==> config.mk <==
export PLATFORM = sky130hd
export DESIGN_NAME = flash_read_dma
export DESIGN_NICKNAME = d
export VERILOG_FILES = /design/src/rtl/flash_read_dma.sv
export SDC_FILE = /design/constraint.sdc
export NUM_CORES = 1
export LEC_CHECK = 0
export BUFFER_PORTS_ARGS = -buffer_cell sky130_fd_sc_hd__buf_2
export CAP_MARGIN = 20
export CELL_PAD_IN_SITES_DETAIL_PLACEMENT = 0
export CELL_PAD_IN_SITES_GLOBAL_PLACEMENT = 2
export CORE_UTILIZATION = 29
export CTS_BUF_LIST = sky130_fd_sc_hd__clkbuf_4 sky130_fd_sc_hd__clkbuf_8
export CTS_CLUSTER_SIZE = 16
export DETAILED_ROUTE_END_ITERATION = 6
export GPL_TIMING_DRIVEN = 0
export MAX_ROUTING_LAYER = met4
export PLACE_DENSITY = 0.84
export SYNTH_ARGS = -nofsm -noshare
export SYNTH_HDL_FRONTEND = slang
export SYNTH_SLANG_ARGS = --single-unit
==> constraint.sdc <==
create_clock -name clk -period 3.35 [get_ports clk]
set_input_delay 0.67 -clock clk [delete_from_list [all_inputs] [get_ports clk]]
set_output_delay 0.67 -clock clk [all_outputs]
set_load 0.01 [all_outputs]
==> src/rtl/flash_read_dma.sv <==
module flash_read_dma #(
  parameter int AW         = 32,
  parameter int BEAT_BYTES = 16
) (
  input  logic                    clk,
  input  logic                    rst_n,
  input  logic                    reg_wr_en,
  input  logic [2:0]              reg_addr,
  input  logic [AW-1:0]           reg_wdata,
  output logic [AW-1:0]           reg_rdata,
  output logic                    fl_req_valid,
  input  logic                    fl_req_ready,
  output logic [7:0]              fl_req_opcode,
  output logic [3:0]              fl_req_dummy,
  output logic                    fl_req_addr4,
  output logic [AW-1:0]           fl_req_addr,
  input  logic                    fl_byte_valid,
  input  logic [7:0]              fl_byte_data,
  output logic                    fl_byte_ready,
  output logic                    mem_valid,
  input  logic                    mem_ready,
  output logic [AW-1:0]           mem_addr,
  output logic [BEAT_BYTES*8-1:0] mem_data,
  output logic                    irq
);
  localparam int BW = BEAT_BYTES * 8;
  localparam int CW = $clog2(BEAT_BYTES);
  localparam logic [AW-1:0] LOW_MASK = AW'(BEAT_BYTES - 1);
  localparam logic [AW-1:0] A24_MASK = AW'(32'h00FF_FFFF);

  typedef enum logic [1:0] {S_IDLE, S_REQ, S_RECV, S_WR} st_t;

  st_t            state;
  logic [AW-1:0]  src_r, dst_r, end_r;
  logic [AW-1:0]  cur_src, cur_dst, cur_end;
  logic [7:0]     stat, ien;
  logic [1:0]     cfg;
  logic           busy;
  logic [BW-1:0]  beat;
  logic [CW-1:0]  cnt;

  wire start_wr = reg_wr_en && reg_addr == 3'd0 && reg_wdata[0] && state == S_IDLE;
  wire go       = start_wr && ((end_r & ~LOW_MASK) > (dst_r & ~LOW_MASK));
  wire wr_fire  = state == S_WR && mem_ready;
  wire last     = cur_dst + AW'(BEAT_BYTES) >= cur_end;
  wire done     = wr_fire && last;

  assign fl_req_valid  = state == S_REQ;
  assign fl_req_opcode = cfg[0] ? 8'h0B : 8'h03;
  assign fl_req_dummy  = cfg[0] ? 4'd8 : 4'd0;
  assign fl_req_addr4  = cfg[1];
  assign fl_req_addr   = cfg[1] ? cur_src : (cur_src & A24_MASK);
  assign fl_byte_ready = state == S_RECV;
  assign mem_valid     = state == S_WR;
  assign mem_addr      = cur_dst;
  assign mem_data      = beat;
  assign irq           = stat[7] & ien[7];

  always_comb begin
    case (reg_addr)
      3'd0:    reg_rdata = AW'(busy);
      3'd1:    reg_rdata = src_r;
      3'd2:    reg_rdata = dst_r;
      3'd3:    reg_rdata = end_r;
      3'd4:    reg_rdata = AW'(stat);
      3'd5:    reg_rdata = AW'(ien);
      3'd6:    reg_rdata = AW'(cfg);
      default: reg_rdata = '0;
    endcase
  end

  always_ff @(posedge clk) begin
    if (!rst_n) begin
      state   <= S_IDLE;
      src_r   <= '0;
      dst_r   <= '0;
      end_r   <= '0;
      cur_src <= '0;
      cur_dst <= '0;
      cur_end <= '0;
      stat    <= '0;
      ien     <= '0;
      cfg     <= '0;
      busy    <= 1'b0;
      beat    <= '0;
      cnt     <= '0;
    end else begin
      if (reg_wr_en) begin
        case (reg_addr)
          3'd1: src_r <= reg_wdata;
          3'd2: dst_r <= reg_wdata;
          3'd3: end_r <= reg_wdata;
          3'd4: stat  <= stat & ~reg_wdata[7:0];
          3'd5: ien   <= reg_wdata[7:0];
          3'd6: cfg   <= reg_wdata[1:0];
          default: ;
        endcase
      end
      if (done) stat[7] <= 1'b1;

      case (state)
        S_IDLE: if (go) begin
          cur_src <= src_r & ~LOW_MASK;
          cur_dst <= dst_r & ~LOW_MASK;
          cur_end <= end_r & ~LOW_MASK;
          busy    <= 1'b1;
          state   <= S_REQ;
        end
        S_REQ: if (fl_req_ready) begin
          cnt   <= '0;
          state <= S_RECV;
        end
        S_RECV: if (fl_byte_valid) begin
          beat[int'(cnt)*8 +: 8] <= fl_byte_data;
          cnt <= cnt + 1'b1;
          if (cnt == CW'(BEAT_BYTES - 1)) state <= S_WR;
        end
        S_WR: if (mem_ready) begin
          cur_src <= cur_src + AW'(BEAT_BYTES);
          cur_dst <= cur_dst + AW'(BEAT_BYTES);
          if (last) begin
            busy  <= 1'b0;
            state <= S_IDLE;
          end else begin
            state <= S_REQ;
          end
        end
        default: state <= S_IDLE;
      endcase
    end
  end

  AST_REQ_HOLD: assert property (@(posedge clk) disable iff (!rst_n)
    fl_req_valid && !fl_req_ready |=> fl_req_valid && $stable(fl_req_addr));
  AST_BEAT_HOLD: assert property (@(posedge clk) disable iff (!rst_n)
    mem_valid && !mem_ready |=> mem_valid && $stable(mem_addr) && $stable(mem_data));
  AST_PULL_ONLY_BUSY: assert property (@(posedge clk) disable iff (!rst_n)
    fl_byte_ready |-> busy);
  AST_DONE_FLAG: assert property (@(posedge clk) disable iff (!rst_n)
    $fell(busy) |-> stat[7]);
  AST_OPCODE_PAIR: assert property (@(posedge clk) disable iff (!rst_n)
    fl_req_valid |-> (fl_req_opcode == 8'h03 && fl_req_dummy == 4'd0) ||
                     (fl_req_opcode == 8'h0B && fl_req_dummy == 4'd8));
  AST_BEAT_ALIGNED: assert property (@(posedge clk) disable iff (!rst_n)
    mem_valid |-> mem_addr[CW-1:0] == '0);
  AST_IDLE_QUIET: assert property (@(posedge clk) disable iff (!rst_n)
    !busy |-> !fl_req_valid && !mem_valid);
endmodule

# After elaboration in Yosys (flattened, before gate mapping)
# Cells that the tools add are included.
dict set report totals {
  ff_bits 341
  in_bits 49
  output_inout_bits 241
  elab_cells 94
}
dict set report op_classes {
  add_sub_neg 4
  n_lt_le_gt_ge 2
  eq_ne 16
  shifts 2
  muxes 28
  n_bitwise 3
  reduce_logical 25
}
# op count
set ops {}
lappend ops {{32-bit case mux with 7 select lines} 1}
lappend ops {{32-bit 2-to-1 mux} 5}
lappend ops {{128-bit bitwise mux} 1}
lappend ops {{32-bit case mux with 2 select lines} 2}
lappend ops {{8-bit by 33-bit variable shift with 128-bit output (first input constant)} 1}
lappend ops {{8-bit by 33-bit variable part select with 128-bit output} 1}
lappend ops {{32-bit by 5-bit adder with 32-bit output (second input constant)} 2}
lappend ops {{7-bit negator with 33-bit output} 1}
lappend ops {{32-bit >= comparator} 1}
lappend ops {{32-bit greater-than comparator} 1}
lappend ops {{2-bit AND reduction} 9}
lappend ops {{4-bit 2-to-1 mux} 4}
lappend ops {{8-bit 2-to-1 mux} 2}
lappend ops {{2-bit 2-to-1 mux} 5}
lappend ops {{3-bit == test (second input constant)} 3}
lappend ops {{8-bit AND} 1}
lappend ops {{2-bit by 1-bit inequality test with 1-bit output (second input constant)} 4}
lappend ops {{8-bit inverter} 1}
lappend ops {{2-bit case mux with 4 select lines} 1}
lappend ops {{4-bit case mux with 2 select lines} 1}
lappend ops {{2-bit nonzero test} 4}
lappend ops {{3-bit by 2-bit == test with 1-bit output (second input constant)} 2}
lappend ops {{1-bit logical AND} 6}
lappend ops {{3-bit AND reduction} 2}
lappend ops {{13 further kinds} 19}

# Depth between registers and ports, before layout
# Gate-level depths: netlist of run 1.
dict set report logic_depth {
  depth_word 7
  depth_mapped 16
  ltp_nobuf 15
}

# Worst setup path after synthesis of run 1
# No wires, ideal clock.
dict set report synth_path {
  path_kind {register to register}
  startpoint {reg cur_dst[4] (netlist: mem_addr[4])}
  endpoint {reg busy}
  setup_ps 70
  arrival_time_ps 3472
  required_time_ps 3280
  setup_slack_ps -192
  path_stages_with_launch 16
  path_buffers 1
  path_cell_list {dfxtp_1 -> ha_1 -> and3_1 -> buf_4 -> nand4_4 -> or2_4 -> or4_4 -> xnor2_2 -> ha_1 -> a21o_1 -> a21o_1 -> a221oi_1 -> nor3b_1 -> o21ai_0 -> a31o_1 -> a21oi_1}
}
dict set report synth_via {
  elab_chain_len 4
}
# item line_no
set synth_rtl {}
lappend synth_rtl {{from (decl)} 35} ;# logic [AW-1:0] cur_src, cur_dst, cur_end;
lappend synth_rtl {{from (signal assigned)} 104} ;# cur_dst <= dst_r & ~LOW_MASK;
lappend synth_rtl {{from (signal assigned)} 120} ;# cur_dst <= cur_dst + AW'(BEAT_BYTES);
lappend synth_rtl {{32-bit by 5-bit adder with 32-bit output} 45} ;# wire last = cur_dst + AW'(BEAT_BYTES) >= cur_end;
lappend synth_rtl {{32-bit >= comparator} 45}
lappend synth_rtl {{2-bit by 1-bit inequality test with 1-bit output (no line)} -}
lappend synth_rtl {{4-bit AND reduction (no line)} -}
lappend synth_rtl {{to (signal assigned)} 84} ;# busy <= 1'b0;
lappend synth_rtl {{to (signal assigned)} 106} ;# busy <= 1'b1;
lappend synth_rtl {{to (signal assigned)} 122} ;# busy <= 1'b0;
lappend synth_rtl {{to (decl)} 38} ;# logic busy;
# Every way passes these cells.
# A chain may end at the register's enable or synchronous reset.

# Worst setup path after layout of run 1
dict set report layout_path {
  startpoint {reg cur_dst[4] (netlist: mem_addr[4])}
  endpoint {reg stat[7]}
}
dict set report layout_via {
  elab_chain_len 5
  word_cells_on_any_way 7
}
# item line_no
set layout_rtl {}
lappend layout_rtl {{32-bit by 5-bit adder with 32-bit output *} 45}
lappend layout_rtl {{32-bit >= comparator *} 45}
lappend layout_rtl {{1-bit logical AND *} 46} ;# wire done = wr_fire && last;
lappend layout_rtl {{2-bit nonzero test (no line)} -}
lappend layout_rtl {{2-bit AND reduction (no line)} -}
lappend layout_rtl {{to (signal assigned)} 93} ;# 3'd4: stat <= stat & ~reg_wdata[7:0];
lappend layout_rtl {{to (decl)} 36} ;# logic [7:0] stat, ien;
# Mark *: on every way between the ends. The rest lies on a longest branch, timed or not.

==> summary.md, run 1 <==
| Metric | Value |
|---|---|
| Num CTS Buffers | `68` |
| Core area | `56500 µm²` |
| IO Count | `290` |
| Pwr Total | `10.7 mW` |
| Die ar. | `~58000 µm²` |
| Starting DRT DRC Count | `around 1300` |
| Routed wire length per instance | `22.5 µm` |
| Final GP Congestion | `0.933` |
| Max-slew violation count | `0` |
| Critical path's most frequent cell | `a21o_1` |
| Vias post-DR | `16800` |
| CTS root buf | `clkbuf_8` |
| Failing checks | `setup timing` |
| Post-DRT Antenna Nets | `0` |
| Chip Height | `242 µm` |
| Yosys top cell by area | `dfxtp_1` |
| #FFs+latches synth | `333` |
| WS Path Type | `reg2reg` |
| Post-synth EDFFs | `0` |
| Worst-Skew Late Latency | `0.63 ns` |
| Placed Cells | `3143` |
| Worst IR Drop VDD | `0.235 mV` |
| Clock slew at reported path FFs | `0.06 ns` |
| Layout cells sized above 1 | `22.6%` |
| Netlist cell types | `81` |
| DRC violation count after routing | `0` |
| Mapped Cells | `2103` |
| Count of TritonRoute iterations in the first routing pass | `6` |
| Critical Path RT | `3.84 ns` |
| Worst path arrival time | `4.17 ns` |
| Status | `finished, violations left` |
| Rows | `87` |
| Setup-failing EPs final | `3` |
| Die width | `242 µm` |
| Register area share after synthesis | `around 40%` |
| # nets final | `2587` |
| CP delay by family, top | `simple AND/OR/NAND/NOR gates` |
| Buf/Inv on CP | `2` |
| Post-synthesis async set-or-reset flop share | `0%` |
| Vias per inst | `5.14` |
| Worst hold slack | `roughly 0.3 ns` |
| Ys flop type | `dfxtp_1` |
| Final period util | `110%` |
| Initial antenna violation count | `6` |
| Synthesis warning total | `0` |
| Synthesized cell area | `16600 µm²` |
| FF+latch area | `6690 µm²` |
| Highest-delay cell along the critical path | `dfxtp_4` |
| Clock Sinks | `approximately 330` |
| CP Cell Sequence | `buf_4 > and4_4 > nand4_1 > buf_6 > nor3_4 > nand2_2 > nor2_4 > xor2_2 > ha_1 > a21o_1 > a21o_1 > a221oi_4 > nor3b_4 > o21ai_4 > a32oi_1 > nor2_1` |
| Crit-path max FO | `4` |
| Detailed-placement wirelength estimate | `about 56000 µm` |
| Fmax | `272 MHz` |
| Leak | `between 8 and 9 nW` |
| Worst slew pin tran | `1.06 ns` |
| Layout Cells excl Fill | `between 3000 and 4000` |
| Initial core utilization | `29.4%` |
| Power density cells | `around 520 nW/µm²` |
| Largest net degree at the start of global routing | `20` |
| Core Util, Final | `36.9%` |
| Htree depth | `3` |
| Syn avg cell area | `between 7 and 8 µm²` |
| Port bufs | `roughly 270` |
| Top cell type's share of synthesized area | `40.1%` |
| Fin crit period | `3.68 ns` |
| # hold bufs at CTS | `0` |
| Vias in the first global route | `16300` |
| Hold Crit Class | `in2reg` |
| Skew final | `0.0196 ns` |
| Setup Total Neg Slack | `-0.915 ns` |
| Area of the multi-input gates | `9120 µm²` |
| CTS tree | `yes` |
| Max-Cap Viols | `0` |
| Clock Path Buffers | `3` |
| Critical path's largest stage delay | `0.37 ns` |
| Routed WL | `73800 µm` |
| FILL cells | `between 6000 and 7000` |
| Startpoint types | `flop` |
| Top post-synthesis cells by area | `dfxtp_1 40%, nand2_1 8.1%, a21oi_1 8.1%` |
| GRT Total Usage | `25.4%` |
| Crit. End Element | `flop` |
| Area growth syn-to-layout | `25.2%` |
| GRT Residual Overflow | `0` |
| Fin. Hold Viols | `0` |
| First-pass GRT wire length | `107000 µm` |
| Worst setup margin | `-0.328 ns` |
| RSZ-0062 raised after global routing | `yes` |
| Slew headroom | `28.9%` |
==> synth_stat cells (5+ instances only) <==
cell / number
o21ai_0: 44
or2_2: 6
nand2b_1: 16
dfxtp_1: 333
o211ai_1: 10
a21o_1: 9
nand2_1: 359
o22ai_1: 9
mux2_2: 26
nor3b_1: 10
xnor2_1: 16
o21a_1: 6
and2_1: 20
ha_1: 66
o311a_1: 6
mux2i_1: 80
buf_4: 47
nor4_1: 7
buf_2: 11
buf_1: 10
o221a_2: 5
nor3_1: 50
nor2b_1: 22
o31ai_1: 5
xor2_1: 12
a21oi_1: 268
a211oi_1: 12
a31oi_1: 7
nor2_1: 239
inv_1: 74
nand4_1: 22
clkbuf_1: 98
and3_1: 26
nand3_1: 64
and4_1: 7
a22oi_1: 28
==> what timing repair did <==
action                     4_1_cts  5_1_grt
buffers inserted                15        3
pin swaps                       15       13
resized for setup               53       23
setup endpoints to repair      230       47
==> state kept, by name, indices dropped and copies added (netlist names) <==
| name | cells |
|---|---|
| mem_data | 128 |
| dst_r | 32 |
| end_r | 32 |
| src_r | 32 |
| cur_end | 28 |
| cur_src | 28 |
| mem_addr | 28 |
| ien | 8 |
| stat | 8 |
| cnt | 4 |
| cfg | 2 |
| state | 2 |
| busy | 1 |
==> cells in the final DEF, fill, tap and decap left out, types with 12 or more instances in the layout <==
cell type and count:
nand3_1 64, a211oi_1 12, nand2_1 356, xnor2_1 15, and2_1 20, nor3_1 49, a21oi_1 267, buf_2 280
nand2b_1 16, clkbuf_4 22, nor2b_1 22, dfxtp_1 320, conb_1 18, mux2_2 26, clkbuf_8 84, inv_1 74
nor2_1 236, a22oi_1 28, clkbuf_2 14, ha_1 64, nand4_1 22, buf_4 64, o21ai_0 42, mux2i_1 80
clkbuf_1 85, and3_1 24
==> final timing paths <==
check / from / to / slack (ns) / cells after the start
setup / recovery: mem_addr[4]$_SDFFE_PN0P_ / stat[7]$_SDFFE_PN0P_ / -0.33 / 16
hold / removal: reg_wdata[20] / end_r[20]$_SDFFE_PN0P_ / 0.30 / 3
setup reg to reg: mem_addr[4]$_SDFFE_PN0P_ / stat[7]$_SDFFE_PN0P_ / -0.33 / 16
hold reg to reg: stat[3]$_SDFFE_PN0P_ / stat[3]$_SDFFE_PN0P_ / 0.44 / 2
==> cells by family (layout without fill, tap and decap cells) <==
| group | count (synthesis) | in the layout | share of synthesized area (%) |
|---|---|---|---|
| fa+ha+maj | 66 | 66 | 4.96 |
| simple gates | 865 | 865 | 23.2 |
| buf+inv | 244 | 642 | 6.75 |
| mux | 107 | 107 | 6.71 |
| other cells | 2 | 24 | 0.0451 |
| compound gates | 457 | 457 | 16.7 |
| flops | 333 | 333 | 40.1 |
| xor+xnor | 29 | 29 | 1.57 |
==> routing by layer <==
layer | wire length (µm) | share of wire, % | global-route usage (%)
met1 | 30400 | 41 | 30.4
met2 | 35300 | 48 | 41.7
met3 | 6240 | 8.5 | 6.26
met4 | 1780 | 2.4 | 7.87
met5 | 0 | 0 | -
==> stage by stage <==
step / instance area [µm²] / setup slack [ns]
2_1_floorplan: 16700 / 0.0116
3_3_place_gp: 19000 / -1.16
3_5_place_dp: 19000 / -1.13
4_1_cts: 20700 / -0.295
5_1_grt: 20800 / -0.398
6_report: 20800 / -0.328
==> power breakdown <==
group	switching, mW	total [mW]	internal [mW]
Combinational	1.16	1.82	0.665
Clock	1.90	4.62	2.72
Sequential	0.212	4.30	4.09
Total	3.27	10.7	7.47
==> layout make-up <==
| type | count | area share (%) |
|---|---|---|
| Clock inverter | 9 | 0.589 |
| Timing Repair Buffer | 286 | 7.12 |
| Antenna cell | 6 | 0.0721 |
| Clock buffer | 106 | 6.34 |
| Tap cell | 756 | 4.54 |
| Buffer | 166 | 4.09 |
| Inverter | 75 | 1.35 |
| Sequential cell | 333 | 32.1 |
| Multi-Input combinational cell | 1542 | 43.8 |
==> worst register-to-register path, delay by kind of cell, from the launching register on <==
family                     cells  cell delay (ns)
xor gates and xnor gates       1             0.20
adders and majority gates      1             0.28
AOI/OAI and AO/OA              5             1.11
and+or+nand+nor                7             1.30
DFF                            1             0.37
buffers and inverters          2             0.29
No activity file was read; power rests on OpenSTA's default activity.
==> run 2: changes to the inputs <==
--- a/config.mk
+++ b/config.mk
@@ -5,17 +5,17 @@
 export SDC_FILE = /design/constraint.sdc
 export NUM_CORES = 1
 export LEC_CHECK = 0
+export ABC_AREA = 1
 export BUFFER_PORTS_ARGS = -buffer_cell sky130_fd_sc_hd__buf_2
 export CAP_MARGIN = 20
 export CELL_PAD_IN_SITES_DETAIL_PLACEMENT = 0
 export CELL_PAD_IN_SITES_GLOBAL_PLACEMENT = 2
 export CORE_UTILIZATION = 29
 export CTS_BUF_LIST = sky130_fd_sc_hd__clkbuf_4 sky130_fd_sc_hd__clkbuf_8
-export CTS_CLUSTER_SIZE = 16
 export DETAILED_ROUTE_END_ITERATION = 6
 export GPL_TIMING_DRIVEN = 0
 export MAX_ROUTING_LAYER = met4
-export PLACE_DENSITY = 0.84
+export PLACE_DENSITY = 0.87
 export SYNTH_ARGS = -nofsm -noshare
 export SYNTH_HDL_FRONTEND = slang
 export SYNTH_SLANG_ARGS = --single-unit
==> summary.md, run 2 <==
| Metric | Value |
|---|---|
| Register area share after synthesis | `40.0% (-0.042 points)` |
| Crit-path max FO | `10 (+6)` |
| Ys flop type | `dfxtp_1` |
| Clock Path Buffers | `3 (unchanged)` |
| Most common cell after layout, fill and taps aside | `nand2_1` |
| Vias in the first global route | `16700 (+2.5%)` |
| Worst slew pin tran | `1.02 ns (-0.0432 ns)` |
| Max-Cap Viols | `0 (unchanged)` |
| Largest net degree at the start of global routing | `19 (-5.0%)` |
| Slew headroom | `32.1% (+3.1 points)` |
| Htree depth | `2 (-1)` |
| Worst-Skew Late Latency | `0.70 ns (+0.07 ns)` |
| Clock Sinks | `333 (unchanged)` |
| GRT Total Usage | `24.5% (-0.85 points)` |
| Status | `finished, violations left` |
| Fin crit period | `3.36 ns (-0.321 ns)` |
| Routed WL | `71800 µm (-2.6%)` |
| Top post-synthesis cells by area | `dfxtp_1 40%, nand2_1 9.7%, a21oi_1 8.2%` |
| Synthesized cell area | `16700 µm² (+0.11%)` |
| Area growth syn-to-layout | `22.5%` |
| Yosys top cell by area | `dfxtp_1` |
| R2R setup slack | `0.19 ns (+0.52 ns)` |
| Layout cells sized above 1 | `18.9% (-3.8 points)` |
| Top post-synthesis cells by count | `431 x nand2_1, 333 x dfxtp_1, 273 x a21oi_1` |
| Initial antenna violation count | `9 (+3)` |
| Count of TritonRoute iterations in the first routing pass | `5 (-1)` |
| Clock slew at reported path FFs | `0.06 ns (about the same)` |
| Failing checks | `setup timing` |
| Post-DRT Antenna Nets | `0 (unchanged)` |
| #FFs+latches synth | `333 (unchanged)` |
| Port bufs | `270 (+1.1%)` |
| Max FFs per register | `128 (unchanged)` |
| Max-slew violation count | `0 (unchanged)` |
| Crit. End Element | `output port` |
| Worst IR Drop VDD | `0.305 mV (+30%)` |
| Core area | `56600 µm² (+0.19%)` |
| Post-synth EDFFs | `0 (unchanged)` |
| Worst setup margin | `-0.00669 ns (+0.321 ns)` |
| Leak | `9.41 nW (+4.8%)` |
| # nets final | `2825 (+9.2%)` |
| Starting DRT DRC Count | `1471 (+9.1%)` |
| First-pass GRT wire length | `105000 µm (-2.1%)` |
| WS Path Type | `in2out` |
| CTS tree | `yes` |
| DRC violation count after routing | `0 (unchanged)` |
| Synthesis warning total | `0 (unchanged)` |
| Vias per inst | `4.95 (-3.7%)` |
| RSZ-0062 raised after global routing | `yes` |
| Initial core utilization | `29.4% (about the same)` |
| Most frequent cells in the layout | `428 x nand2_1, 326 x dfxtp_1, 294 x buf_2` |
| Die ar. | `58400 µm² (+0.10%)` |
| Dpl ws | `-0.244 ns (+0.886 ns)` |
| IO Count | `290 (unchanged)` |
| Setup-failing EPs final | `2 (-1)` |
| CTS root buf | `clkbuf_8` |
| Hold Crit Class | `in2reg` |
| Die width | `242 µm (about the same)` |
| Startpoint types | `input port` |
| Vias post-DR | `17400 (+3.1%)` |
| Skew final | `0.0259 ns (+0.00621 ns)` |
| Num CTS Buffers | `60 (-12%)` |
| Syn avg cell area | `7.06 µm² (-11%)` |
| Top cell type's share of synthesized area | `40.0% (-0.042 points)` |
| Netlist cell types | `49 (-40%)` |
| Rows | `87 (unchanged)` |
| GRT Residual Overflow | `0 (unchanged)` |
| Most frequent cell after synthesis | `nand2_1` |
| Final period util | `100% (-9.6 points)` |
| Detailed-placement wirelength estimate | `55600 µm (-0.12%)` |
| Worst path arrival time | `2.69 ns (-1.48 ns)` |
| Fmax | `298 MHz (+9.6%)` |
| Chip Height | `242 µm (about the same)` |
| Fin. Hold Viols | `0 (unchanged)` |
| Power density cells | `662 nW/µm² (+28%)` |
| Final GP Congestion | `0.945 (+1.3%)` |
| Routed wire length per instance | `20.4 µm (-9.1%)` |
| Post-synthesis async set-or-reset flop share | `0% (unchanged)` |
| Pwr Total | `13.5 mW (+26%)` |
| Mapped Cells | `2358 (+12%)` |
| Critical Path RT | `2.68 ns (-1.16 ns)` |
run 2: cell count changes after synthesis, moves of 22 or more:
| cell | change |
|---|---|
| o21ai_0 | +221 |
| inv_1 | +185 |
| mux2i_1 | -74 |
| nand2_1 | +72 |
| nor2_1 | +31 |
| a22oi_1 | -27 |
| mux2_2 | -26 |
| o221ai_1 | +25 |
| and3_1 | -24 |
| nor2b_1 | -22 |
run 2: timing repair:
item,in CTS,in global routing
buffers inserted,0,4
hold buffers,0,0
setup endpoints to repair,11,9
gates resized for setup,4,30
pin swaps,0,6
run 2: logic make-up (layout without fill, tap and decap cells):
family                     count (synthesis)  in the layout  synth area share [%]
AOI/OAI and AO/OA                        604            604                  19.4
xor gates and xnor gates                  33             33                  1.78
adders and majority gates                 66             66                  4.96
buffers and inverters                    427            801                  11.1
DFF                                      333            333                  40.0
muxes                                      6              6                 0.361
other                                      2             27                0.0451
and+or+nand+nor                          887            887                  22.4
run 2: final timing paths:
| path | cells after the start | start | end |
|---|---|---|---|
| min | 3 | reg_wdata[27] | src_r[27]$_SDFFE_PN0P_ |
| max reg2reg | 20 | mem_addr[4]$_SDFFE_PN0P_ | busy$_SDFFE_PN0P_ |
| max | 7 | reg_addr[1] | reg_rdata[22] |
| min reg2reg | 2 | cur_end[4]$_SDFFE_PN0P_ | cur_end[4]$_SDFFE_PN0P_ |
run 2: routing by layer:
metal | wire length [µm] | share of wire, % | track usage [%]
met5 | 0 | 0 | -
met3 | 6510 | 9.1 | 6.86
met4 | 2700 | 3.8 | 9.44
met1 | 30000 | 42 | 29.8
met2 | 32700 | 45 | 38.3
run 2: cell type report:
class	instances	area, µm²
Sequential cell	333	6690
Antenna cell	9	22.5
Fill cell	6144	36200
Tap cell	756	946
Multi-Input combinational cell	1614	8280
Clock buffer	95	1150
Inverter	271	1020
Buffer	156	830
Clock inverter	5	78.8
Timing Repair Buffer	274	1380
run 2: power breakdown:
group          switching [mW]  leakage [nW]  internal [mW]
Clock                    1.84         0.657           2.25
Sequential              0.455          2.70           4.32
Combinational            3.19          6.05           1.43
Total                    5.49          9.41           8.00
run 2: stage by stage:
stage	utilization (%)	instances	area, µm²	TNS [ns]	hold slack (ns)
after detailed placement	33.6	3400	19000	-1.49	0.445
after global routing	36.0	3513	20400	-0.0475	0.242
final	36.0	3513	20400	-0.0132	0.230
after floorplan	-	2374	16700	0	0.425
after CTS	35.8	3500	20200	0	0.198
after global placement	33.6	3400	19000	-1.46	0.440
run 2: critical path, cell delays in order:
cell      delay, ns
buf_2          0.15
inv_1          0.07
nor2_1         0.16
nand2_1        0.37
clkbuf_1       0.46
o221ai_1       0.57
buf_2          0.23
==> run 3: changes to the inputs <==
--- a/config.mk
+++ b/config.mk
@@ -16,6 +16,7 @@
 export GPL_TIMING_DRIVEN = 0
 export MAX_ROUTING_LAYER = met4
 export PLACE_DENSITY = 0.87
+export SKIP_CTS_REPAIR_TIMING = 1
 export SYNTH_ARGS = -nofsm -noshare
 export SYNTH_HDL_FRONTEND = slang
 export SYNTH_SLANG_ARGS = --single-unit
==> summary.md, run 3 (synthesized netlist as in run 2, its figures left out) <==
| Metric | Value |
|---|---|
| Count of TritonRoute iterations in the first routing pass | `5 (unchanged)` |
| Crit. End Element | `output port` |
| Routed wire length per instance | `20.5 µm (+0.14%)` |
| Starting DRT DRC Count | `1463 (-0.54%)` |
| Max FFs per register | `128 (unchanged)` |
| Post-DRT Antenna Nets | `0 (unchanged)` |
| # nets final | `2825 (unchanged)` |
| Vias per inst | `4.95 (about the same)` |
| Routed WL | `71900 µm (+0.14%)` |
| Startpoint types | `input port` |
| Met3 Wirelength | `6390 µm (-1.8%)` |
| Worst setup margin | `-0.0193 ns (-0.0126 ns)` |
| Status | `finished, violations left` |
| Clock Sinks | `333 (unchanged)` |
| Layout cells sized above 1 | `18.9% (unchanged)` |
| Hold Crit Class | `in2reg` |
| Worst slew pin tran | `1.06 ns (+0.0410 ns)` |
| Initial antenna violation count | `9 (unchanged)` |
| Switch Pwr | `5.50 mW (+0.15%)` |
| Critical Path RT | `2.68 ns (about the same)` |
| Layout Cells excl Fill | `3513 (unchanged)` |
| Rows | `87 (unchanged)` |
| Most common cell after layout, fill and taps aside | `nand2_1` |
| Setup-failing EPs final | `2 (unchanged)` |
| CTS root buf | `clkbuf_8` |
| GRT Residual Overflow | `0 (unchanged)` |
| Fin crit period | `3.37 ns (+0.0126 ns)` |
| WS Path Type | `in2out` |
| Chip Height | `242 µm (unchanged)` |
| WL met1 | `30100 µm (+0.62%)` |
| CP Launch Point | `reg_addr[1]` |
| Met2 routed WL | `32600 µm (about the same)` |
| Setup Total Neg Slack | `-0.0229 ns (-0.00974 ns)` |
| Fin. Hold Viols | `0 (unchanged)` |
| Most frequent cells in the layout | `428 x nand2_1, 326 x dfxtp_1, 294 x buf_2` |
| DRC violation count after routing | `0 (unchanged)` |
| Max-Cap Viols | `0 (unchanged)` |
| Vias post-DR | `17400 (+0.075%)` |
| Dpl ws | `-0.244 ns (unchanged)` |
| Initial core utilization | `29.4% (unchanged)` |
| Power density cells | `662 nW/µm² (about the same)` |
| Clock slew at reported path FFs | `0.06 ns (about the same)` |
| Largest net degree at the start of global routing | `19 (unchanged)` |
| R2R setup slack | `0.21 ns (+0.02 ns)` |
| Worst path arrival time | `2.70 ns (about the same)` |
| Combinational power share | `34.3% (about the same)` |
| Crit-path max FO | `10 (unchanged)` |
| Final GP Congestion | `0.945 (unchanged)` |
| Die width | `242 µm (unchanged)` |
| Max-slew violation count | `0 (unchanged)` |
| Sw frac | `40.7% (about the same)` |
| Placed cell area | `19000 µm² (unchanged)` |
| Htree depth | `2 (unchanged)` |
| Final period util | `101% (+0.38 points)` |
| Num CTS Buffers | `60 (unchanged)` |
| Core area | `56600 µm² (unchanged)` |
| Worst IR Drop VDD | `0.307 mV (+0.49%)` |
| Final instance area | `20400 µm² (unchanged)` |
| Slew headroom | `29.3% (-2.7 points)` |
| Clock Power Share | `30.3% (about the same)` |
| Skew final | `0.0289 ns (+0.00304 ns)` |
| Setup crit end | `reg_rdata[22]` |
| IO Count | `290 (unchanged)` |
| Worst hold path depth | `3 (unchanged)` |
| GRT Total Usage | `24.5% (about the same)` |
| First-pass GRT wire length | `105000 µm (unchanged)` |
| Area growth syn-to-layout | `22.5% (unchanged)` |
| Max Used Layer | `met4` |
| Worst R2R Start | `mem_addr[4]$_SDFFE_PN0P_` |
| Pwr Total | `13.5 mW (about the same)` |
| Failing checks | `setup timing` |
| Worst-Skew Late Latency | `0.71 ns (about the same)` |
| Port bufs | `270 (unchanged)` |
| CTS tree | `yes` |
| Die ar. | `58400 µm² (unchanged)` |
| Flop pwr share | `35.4% (about the same)` |
| Vias in the first global route | `16700 (+0.036%)` |
| Clock Path Buffers | `3 (unchanged)` |
| Fmax | `297 MHz (-0.37%)` |
| Placed Cells | `3400 (unchanged)` |
| Detailed-placement wirelength estimate | `55600 µm (unchanged)` |
| Leak | `9.41 nW (unchanged)` |
| Worst r2r dst | `busy$_SDFFE_PN0P_` |
| Pint | `8.00 mW (about the same)` |
| FF-to-FF path depth | `20 (unchanged)` |
run 3: power groups by stage:
stage                     logic (mW)  registers, mW  clock network (mW)
after floorplan                 2.93           4.73                   0
final                           4.63           4.78                4.09
after CTS                       4.60           4.75                4.14
after detailed placement        4.57           4.84                   0
after global placement          4.51           4.83                   0
after global routing            5.14           4.83                4.33
run 3: how the worst min path moves through the flow:
stage / start / to
final: reg_wdata[27] / src_r[27]$_SDFFE_PN0P_
after global routing: reg_wdata[29] / src_r[29]$_SDFFE_PN0P_
after CTS: reg_wdata[27] / src_r[27]$_SDFFE_PN0P_
after detailed placement: cur_end[4]$_SDFFE_PN0P_ / cur_end[4]$_SDFFE_PN0P_
after global placement: ien[3]$_SDFFE_PN0P_ / ien[3]$_SDFFE_PN0P_
after floorplan: end_r[0]$_SDFFE_PN0P_ / end_r[0]$_SDFFE_PN0P_
run 3: worst max-delay path, stage by stage:
cell	delay (ns)
buf_2	0.14
inv_1	0.07
nor2_1	0.16
nand2_1	0.37
clkbuf_1	0.46
o221ai_1	0.59
buf_2	0.24
run 3: final cells by class:
cell class	instances	area (µm²)
clock buffer	95	1150
multi-input combinational	1614	8280
clock inverter	5	78.8
antenna	9	22.5
tap	756	946
inverter	271	1020
buffer	156	830
sequential	333	6690
fill	6145	36200
timing repair buffer	274	1380
run 3: metrics by stage:
step / hold slack (ns) / util (%)
6_report: 0.229 / 36.0
5_1_grt: 0.242 / 36.0
4_1_cts: 0.198 / 35.8
3_5_place_dp: 0.445 / 33.6
3_3_place_gp: 0.440 / 33.6
2_1_floorplan: 0.425 / -
run 3: metal layers:
layer | global-route usage [%] | vias up
met4 | 9.44 | 0
met1 | 29.8 | 8180
met3 | 6.86 | 137
met5 | - | -
met2 | 38.3 | 689
li1 | - | 8382
